===== src/rtl/tws_pkg.sv =====
package tws_pkg;
  typedef enum logic [2:0] {
    ST_IDLE,
    ST_LOAD,
    ST_HIGH,
    ST_LOW,
    ST_END
  } tws_state_e;
endpackage


===== src/rtl/tws_half_timer.sv =====
module tws_half_timer #(
  parameter int HALF_CYCLES = 88
) (
  input  logic clk,
  input  logic rst,
  input  logic run,
  output logic tick
);
  localparam int CW = $clog2(HALF_CYCLES + 1);
  localparam logic [CW-1:0] LAST = CW'(HALF_CYCLES - 1);

  logic [CW-1:0] cnt;

  assign tick = run && (cnt == LAST);

  always_ff @(posedge clk) begin
    if (rst || !run || tick) cnt <= '0;
    else                     cnt <= cnt + 1'b1;
  end
endmodule


===== src/rtl/tws_shift_reg.sv =====
module tws_shift_reg #(
  parameter int W = 8
) (
  input  logic         clk,
  input  logic         rst,
  input  logic         load,
  input  logic [W-1:0] load_val,
  input  logic         shift,
  input  logic         shift_in,
  output logic [W-1:0] q
);
  always_ff @(posedge clk) begin
    if (rst)        q <= '0;
    else if (load)  q <= load_val;
    else if (shift) q <= {q[W-2:0], shift_in};
  end
endmodule


===== src/rtl/tws_shifter.sv =====
module tws_shifter #(
  parameter int HALF_CYCLES = 88,
  parameter int W           = 8,
  parameter int KEEP_W      = 4
) (
  input  logic         clk,
  input  logic         rst,
  input  logic         start_i,
  input  logic         dir_rx_i,
  input  logic [W-1:0] tx_byte_i,
  input  logic         sda_i,
  output logic         busy_o,
  output logic         done_o,
  output logic [W-1:0] rx_byte_o,
  output logic         scl_o,
  output logic         sda_o,
  output logic         sda_oe_o
);
  import tws_pkg::*;

  localparam int BCW = $clog2(W);
  localparam logic [BCW-1:0] LAST_BIT = BCW'(W - 1);

  tws_state_e     state;
  logic [BCW-1:0] bit_cnt;
  logic           dir_rx;
  logic           tick;
  logic           accept;
  logic           shift_en;
  logic [W-1:0]   sh_q;

  assign busy_o = (state != ST_IDLE);
  assign accept = start_i && (state == ST_IDLE);
  // rx shifts at the end of the high phase; tx advances at the end of the low phase
  assign shift_en = tick && ((dir_rx && state == ST_HIGH) || (!dir_rx && state == ST_LOW));

  tws_half_timer #(.HALF_CYCLES(HALF_CYCLES)) u_timer (
    .clk  (clk),
    .rst  (rst),
    .run  (state == ST_HIGH || state == ST_LOW),
    .tick (tick)
  );

  tws_shift_reg #(.W(W)) u_shift (
    .clk      (clk),
    .rst      (rst),
    .load     (accept),
    .load_val (dir_rx_i ? '0 : tx_byte_i),
    .shift    (shift_en),
    .shift_in (dir_rx ? sda_i : 1'b0),
    .q        (sh_q)
  );

  always_ff @(posedge clk) begin
    if (rst) begin
      state     <= ST_IDLE;
      bit_cnt   <= '0;
      dir_rx    <= 1'b0;
      scl_o     <= 1'b1;
      sda_o     <= 1'b0;
      sda_oe_o  <= 1'b0;
      done_o    <= 1'b0;
      rx_byte_o <= '0;
    end else begin
      done_o <= 1'b0;
      unique case (state)
        ST_IDLE: if (start_i) begin
          dir_rx  <= dir_rx_i;
          bit_cnt <= '0;
          if (dir_rx_i) state <= ST_HIGH;
          else begin
            sda_o <= tx_byte_i[W-1];
            state <= ST_LOAD;
          end
        end
        ST_LOAD: begin
          sda_oe_o <= 1'b1;
          state    <= ST_HIGH;
        end
        ST_HIGH: if (tick) begin
          scl_o <= 1'b0;
          state <= ST_LOW;
        end
        ST_LOW: if (tick) begin
          scl_o <= 1'b1;
          if (bit_cnt == LAST_BIT) state <= ST_END;
          else begin
            bit_cnt <= bit_cnt + 1'b1;
            if (!dir_rx) sda_o <= sh_q[W-2];
            state <= ST_HIGH;
          end
        end
        ST_END: begin
          sda_oe_o <= 1'b0;
          done_o   <= 1'b1;
          if (dir_rx) rx_byte_o <= {{(W-KEEP_W){1'b0}}, sh_q[KEEP_W-1:0]};
          state    <= ST_IDLE;
        end
        default: state <= ST_IDLE;
      endcase
    end
  end

  p_scl_idle_r2: assert property (@(posedge clk) disable iff (rst)
    !busy_o |-> scl_o);

  p_data_before_oe_r4: assert property (@(posedge clk) disable iff (rst)
    $rose(sda_oe_o) |-> ($stable(sda_o) && !dir_rx));

  p_rx_no_drive_r5: assert property (@(posedge clk) disable iff (rst)
    (busy_o && dir_rx) |-> !sda_oe_o);

  p_done_release_r6: assert property (@(posedge clk) disable iff (rst)
    done_o |-> (!sda_oe_o && scl_o));

  p_done_pulse_r8: assert property (@(posedge clk) disable iff (rst)
    done_o |=> !done_o);

  p_busy_after_start_r10: assert property (@(posedge clk) disable iff (rst)
    (start_i && !busy_o) |=> busy_o);
endmodule


===== config.mk =====
export PLATFORM = sky130hd
export DESIGN_NAME = tws_shifter
export DESIGN_NICKNAME = d
export VERILOG_FILES = /design/src/rtl/tws_pkg.sv /design/src/rtl/tws_half_timer.sv /design/src/rtl/tws_shift_reg.sv /design/src/rtl/tws_shifter.sv
export SDC_FILE = /design/constraint.sdc
export NUM_CORES = 1
export LEC_CHECK = 0
export BUFFER_PORTS_ARGS = -buffer_cell sky130_fd_sc_hd__buf_2
export CAP_MARGIN = 20
export CORE_ASPECT_RATIO = 1.5
export CORE_MARGIN = 3
export CORE_UTILIZATION = 40
export DETAILED_ROUTE_END_ITERATION = 10
export HOLD_SLACK_MARGIN = 0.1
export SYNTH_ARGS = -nofsm -noshare
export SYNTH_HDL_FRONTEND = slang
export SYNTH_HIERARCHICAL = 1
export SYNTH_SLANG_ARGS = --single-unit

===== constraint.sdc =====
create_clock -name clk -period 5.31 [get_ports clk]
set_input_delay 0.2655 -clock clk [delete_from_list [all_inputs] [get_ports clk]]
set_output_delay 0.2655 -clock clk [all_outputs]
set_load 0.03 [all_outputs]

==> flow_summary.yaml, run 1 <==
status:
  run_status: "finished clean"
setup_path:
  crit_path_end_kind: "flip-flop"
  rrSetupSlack_ns: 2.53
  worst-path-max-fanout: 11
  critPathSlowestCell: "sky130_fd_sc_hd__nor2_1"
  worst_path_dominant_cell_family: "simple AND/OR/NAND/NOR gates"
  setup.worst_path.start_class: "flip-flop"
  required_ns: 5.49
  worstPathArrival_ns: 2.96
  crit_path_max_incr_delay_ns: 0.60
  critical_path_class: "reg2reg"
  worst_path_most_repeated_cell: "sky130_fd_sc_hd__nor2b_1"
  path_cells: "nor2b_1 > nor2b_1 > and4_1 > nand2_1 > nor2_1 > mux2i_1 > a211oi_1"
  path_buf_inv: 0
timing:
  timing.final.crit_period_ns: 2.78
  clock.fmax_mhz: 360
  finalCritPeriodShare_pct: 52.4
  hold_viol: 0
  slew-limit-headroom_pct: 51.2
  grt_setup_unrepaired: "no"
  tightest_slew_ns: 0.730
  clock_skew_ns: 0.00840
  finalSetupViolCount: 0
  setup_tns_ns: 0
  timing_max_transition_violations_final: 0
placement:
  numPortBuffers: 21
  place_congestion: 0.790
  dp_hpwl_mm: 2.15
clocking:
  postCtsResizedCells: 0
  worstSkewPairLatency_ns: 0.28
  clock-root-buffer: "sky130_fd_sc_hd__clkbuf_8"
  cts_sinks: 29
  tritoncts.num_buffers: 5
  post-cts-setup-buffer-count: 0
  tritoncts: "done"
  cts-hold-fix-buffers: 0
  ctsLongestPathBuffers: 2
  ctsHtreeMaxLevel: 2
  cts.reportedPaths.clkPinSlew_ns: 0.06
die:
  chipWidth_um: 55.2
  die-area_um2: 4400
  die-height_um: 79.7
  ios: 26
  core_um2: 3450
  floorplan.rows: 26
  starting_density_of_the_core_pct: 42.1
route:
  num_vias: 1179
  drc_violations: 0
  firstDrtPassIters: 4
  antenna_left: 0
  route.detailed.wl_per_inst_um: 13.4
  viasPerCell: 5.24
  initialDrtViolationCount: 28
  drt_wl_total_mm: 3.01
power:
  total_leakage_power_nw: 0.635
  power.sequential.fraction_pct: 51.1
  p_total_mw: 0.460
  power.share.combinational_pct: 11.2
  power.net_switching_mw: 0.123
  irDropWorstVdd_uv: 197
  internal-power_mw: 0.337
  pwr_density_cell_nw_per_um2: 284
  power.share.clock_pct: 37.7
  power.share.switching_pct: 26.7
global_routing:
  initial_antenna_violation_count: 0
  maximum_number_of_pins_on_one_net_before_global_route_repair: 24
  grt_remaining_overflow: 0
  grt_use_total_pct: 16.5
  first_pass_grt_wire_length_mm: 5.19
  first_global_vias: 1205
finish:
  n_antenna_cell: 0
  num-nets-final: 198
  final-seq-area_um2: 581
  nFillCells: 362
  area_growth_syn_to_layout_pct: 11.6
  fin_util_pct: 46.9
  post_route_cells_drive_above_1_share_pct: 17.5
  multi_input_comb_area_um2: 786
synthesis:
  synthCells: 165
  ys_warn_count: 6
  synth_area_um2: 1450
  postSynthAreaPerCell_um2: 8.79
job:
  max-cap-violations: 0
min_path:
  worstHoldPathType: "in2reg"
-- final timing paths --
kind / from / end / depth (start not counted)
worst min register to register: u_timer/cnt[0] / u_timer/cnt[0] / 1
worst min-delay path: start_i / state[1] / 3
worst max-delay path: state[1] / u_shift/q[0] / 7
worst max register to register: state[1] / u_shift/q[0] / 7
-- per-stage QoR --
step	cells	hold WS, ns	cell area [um^2]	setup WS, ns
2_1_floorplan	168	0.338	1460	3.30
3_3_place_gp	217	0.438	1540	2.74
3_5_place_dp	217	0.444	1540	2.60
4_1_cts	225	0.259	1620	2.54
5_1_grt	225	0.270	1620	2.24
6_report	225	0.267	1620	2.53
-- worst reg2reg max path: stages (launching register included) --
cell and delay, ns:
sky130_fd_sc_hd__dfxtp_1 0.52, sky130_fd_sc_hd__nor2b_1 0.47, sky130_fd_sc_hd__nor2b_1 0.22, sky130_fd_sc_hd__and4_1 0.30, sky130_fd_sc_hd__nand2_1 0.12, sky130_fd_sc_hd__nor2_1 0.60, sky130_fd_sc_hd__mux2i_1 0.17, sky130_fd_sc_hd__a211oi_1 0.28
-- state kept, by name (all words and copies together), names as in the netlist --
name	cells
rx_byte_o	4
state	3
sda_oe_o	1
sda_o	1
done_o	1
dir_rx	1
u_shift/q	7
bit_cnt	3
u_timer/cnt	7
scl_o	1
-- cell usage in the layout (no fill, tap or decap), types with 4 or more instances in the layout --
cell type	n
sky130_fd_sc_hd__dfxtp_1	29
sky130_fd_sc_hd__buf_2	21
sky130_fd_sc_hd__nor2b_1	18
sky130_fd_sc_hd__nor2_1	16
sky130_fd_sc_hd__nand2_1	11
sky130_fd_sc_hd__mux2i_1	11
sky130_fd_sc_hd__a21oi_1	10
sky130_fd_sc_hd__a211oi_1	7
sky130_fd_sc_hd__nand2b_1	5
sky130_fd_sc_hd__clkbuf_8	5
sky130_fd_sc_hd__o21ai_0	4
sky130_fd_sc_hd__conb_1	4
-- power groups by stage --
stage / logic, mW / registers (mW) / clock network [mW]
4_1_cts: 0.0518 / 0.235 / 0.181
3_5_place_dp: 0.0513 / 0.240 / 0
3_3_place_gp: 0.0502 / 0.239 / 0
5_1_grt: 0.0576 / 0.236 / 0.192
2_1_floorplan: 0.0418 / 0.238 / 0
6_report: 0.0517 / 0.235 / 0.173
-- metal layers --
| layer | track usage [%] | routed length, um | up-vias |
|---|---|---|---|
| li1 | - | - | 597 |
| met1 | 17.4 | 1260 | 555 |
| met2 | 26.4 | 1520 | 21 |
| met3 | 6.17 | 151 | 6 |
| met4 | 10.2 | 85 | 0 |
| met5 | 0 | 0 | - |
-- cell type report --
cell class                      instances  area share, %
Multi-Input combinational cell        122           48.6
Timing Repair Buffer                   21           6.50
Clock inverter                          2          0.619
Sequential cell                        29           35.9
Clock buffer                            6           4.49
Inverter                                3          0.696
Tap cell                               42           3.25
Power figures use the tool's default switching activity.
==> run 2: changes to the inputs <==
clock period = 2.53 ns   (was 5.31 ns; I/O delays follow)
==> run 2 against run 1 <==
Compared with the run above: power grew 110%; clock-buffer cell count increased by 1; hold slack worse by 0.11 ns; largest cell class unchanged; first-iteration DRC count is 14% higher; sequential power up 110%; combinational power increased by 120%; clock skew decreased by 0.0036 ns; register-to-register slack worse by 2.0 ns; setup slack worse by 2.0 ns; core utilization increased by 0.76 points; critical path depth stayed put; highest routed layer unchanged.
==> flow_summary.yaml, run 2 (synthesis gave the netlist of run 1 again) <==
clocking:
  ctsLongestPathBuffers: 2
  tritoncts: "done"
  worstSkewPairLatency_ns: 0.28
  cts-hold-fix-buffers: 0
  tritoncts.num_buffers: 5
  post-cts-setup-buffer-count: 0
  postCtsResizedCells: 0
  clock-root-buffer: "sky130_fd_sc_hd__clkbuf_8"
  cts_sinks: 29
  cts.reportedPaths.clkPinSlew_ns: 0.06
  ctsHtreeMaxLevel: 2
min_path:
  hold_start: "start_i"
  worstHoldPathType: "in2reg"
  cell_depth_of_the_worst_min_delay_path: 3
  timing.hold.worst_endpoint: "state[1]"
timing:
  timing_max_transition_violations_final: 0
  grt_setup_unrepaired: "no"
  hold_viol: 0
  slew-limit-headroom_pct: 64.1
  setup_tns_ns: 0
  finalSetupViolCount: 0
  tightest_slew_ns: 0.537
  timing.final.crit_period_ns: 2.01
  clock.fmax_mhz: 498
  finalCritPeriodShare_pct: 79.4
  clock_skew_ns: 0.00480
die:
  chipWidth_um: 55.2
  core_um2: 3450
  starting_density_of_the_core_pct: 42.1
  ios: 26
  die-height_um: 79.7
  die-area_um2: 4400
  floorplan.rows: 26
setup_path:
  reg2reg_from: "state[2]"
  reg2reg_depth: 7
  critical_path_cell_count: 7
  setup.worst_path.start_class: "flip-flop"
  crit_path_end_kind: "flip-flop"
  crit_path_max_incr_delay_ns: 0.44
  critPathSlowestCell: "sky130_fd_sc_hd__dfxtp_1"
  required_ns: 2.72
  path_buf_inv: 0
  worst_path_dominant_cell_family: "simple AND/OR/NAND/NOR gates"
  path_cells: "nor2b_1 > nor2b_1 > and4_1 > nand4b_1 > a21oi_4 > a31oi_1 > a311oi_1"
  critical_path_class: "reg2reg"
  worst_path_most_repeated_cell: "sky130_fd_sc_hd__nor2b_1"
  worstReg2RegEnd: "sda_o"
  rrSetupSlack_ns: 0.52
  worst-path-max-fanout: 12
  worstPathArrival_ns: 2.20
global_routing:
  grt_use_total_pct: 16.2
  initial_antenna_violation_count: 0
  maximum_number_of_pins_on_one_net_before_global_route_repair: 24
  grt_remaining_overflow: 0
  first_global_vias: 1203
  first_pass_grt_wire_length_mm: 5.15
route:
  initialDrtViolationCount: 32
  route.detailed.wl_per_inst_um: 13.4
  drc_violations: 0
  viasPerCell: 5.16
  drt_wl_total_mm: 3.04
  antenna_left: 0
  firstDrtPassIters: 4
  num_vias: 1171
finish:
  multi_input_comb_area_um2: 786
  post_route_cells_drive_above_1_share_pct: 18.4
  area_growth_syn_to_layout_pct: 13.4
  final_common_cell: "sky130_fd_sc_hd__dfxtp_1"
  nFillCells: 344
  top_regs: "u_shift/q x7, u_timer/cnt x7, rx_byte_o x4"
  final-seq-area_um2: 581
  n_antenna_cell: 0
  leading_cell_types_in_the_layout_fill_and_taps_excluded: "sky130_fd_sc_hd__dfxtp_1, sky130_fd_sc_hd__buf_2, sky130_fd_sc_hd__nor2b_1"
  num-nets-final: 201
placement:
  dp_hpwl_mm: 2.23
  numPortBuffers: 21
  place_congestion: 0.803
power:
  total_leakage_power_nw: 0.650
  p_total_mw: 0.983
  pwr_density_cell_nw_per_um2: 598
  irDropWorstVdd_uv: 504
job:
  max-cap-violations: 0
status:
  run_status: "finished clean"
-- run 2: cell types whose count changed in the layout (fill, tap and decap cells not counted), sizes merged --
| cell | delta |
|---|---|
| clkbuf | +1 |
| buf | +3 |
| clkinv | -2 |
-- run 2: cell type report --
class                      instances  share of cell area, %
multi-input combinational        122                   47.8
sequential                        29                   35.3
timing repair buffer              24                   7.76
clock buffer                       7                   5.25
tap                               42                   3.20
inverter                           3                  0.685
-- run 2: tightest hold or removal path, cell delays in order --
cell and delay, ns:
sky130_fd_sc_hd__buf_2 0.11, sky130_fd_sc_hd__nand2_1 0.05, sky130_fd_sc_hd__a2111oi_0 0.09
-- run 2: power by group --
| part | internal (mW) | switching, mW | total, mW |
|---|---|---|---|
| combinational | 0.0465 | 0.0700 | 0.116 |
| clock | 0.215 | 0.162 | 0.377 |
| sequential | 0.474 | 0.0151 | 0.489 |
| total | 0.736 | 0.247 | 0.983 |
-- run 2: worst max-delay path by stage --
stage	to	slack (ns)	start
after floorplan	sda_o	0.52	state[1]
after global placement	sda_o	0.64	state[2]
after detailed placement	sda_o	0.57	state[2]
after CTS	sda_o	0.53	state[2]
after global routing	sda_o	0.25	state[2]
final	sda_o	0.52	state[2]
-- run 2: metal layers --
layer  vias to the layer above  wire length, um  GRT usage (%)
met5                         -                0              0
met4                         0               58           8.27
met3                         7              127           6.17
met2                        17             1610           26.5
met1                       547             1250           17.3
li1                        600                -              -
-- run 2: metrics by stage --
step / cells / worst slack (ns) / instance area, um^2 / util, % / hold slack, ns
global placement: 220 / 0.635 / 1560 / 45.2 / 0.437
floorplan: 168 / 0.524 / 1460 / - / 0.199
detailed placement: 220 / 0.574 / 1560 / 45.2 / 0.444
global route: 227 / 0.254 / 1640 / 47.7 / 0.161
CTS: 227 / 0.529 / 1640 / 47.7 / 0.162
finish: 227 / 0.520 / 1640 / 47.7 / 0.162
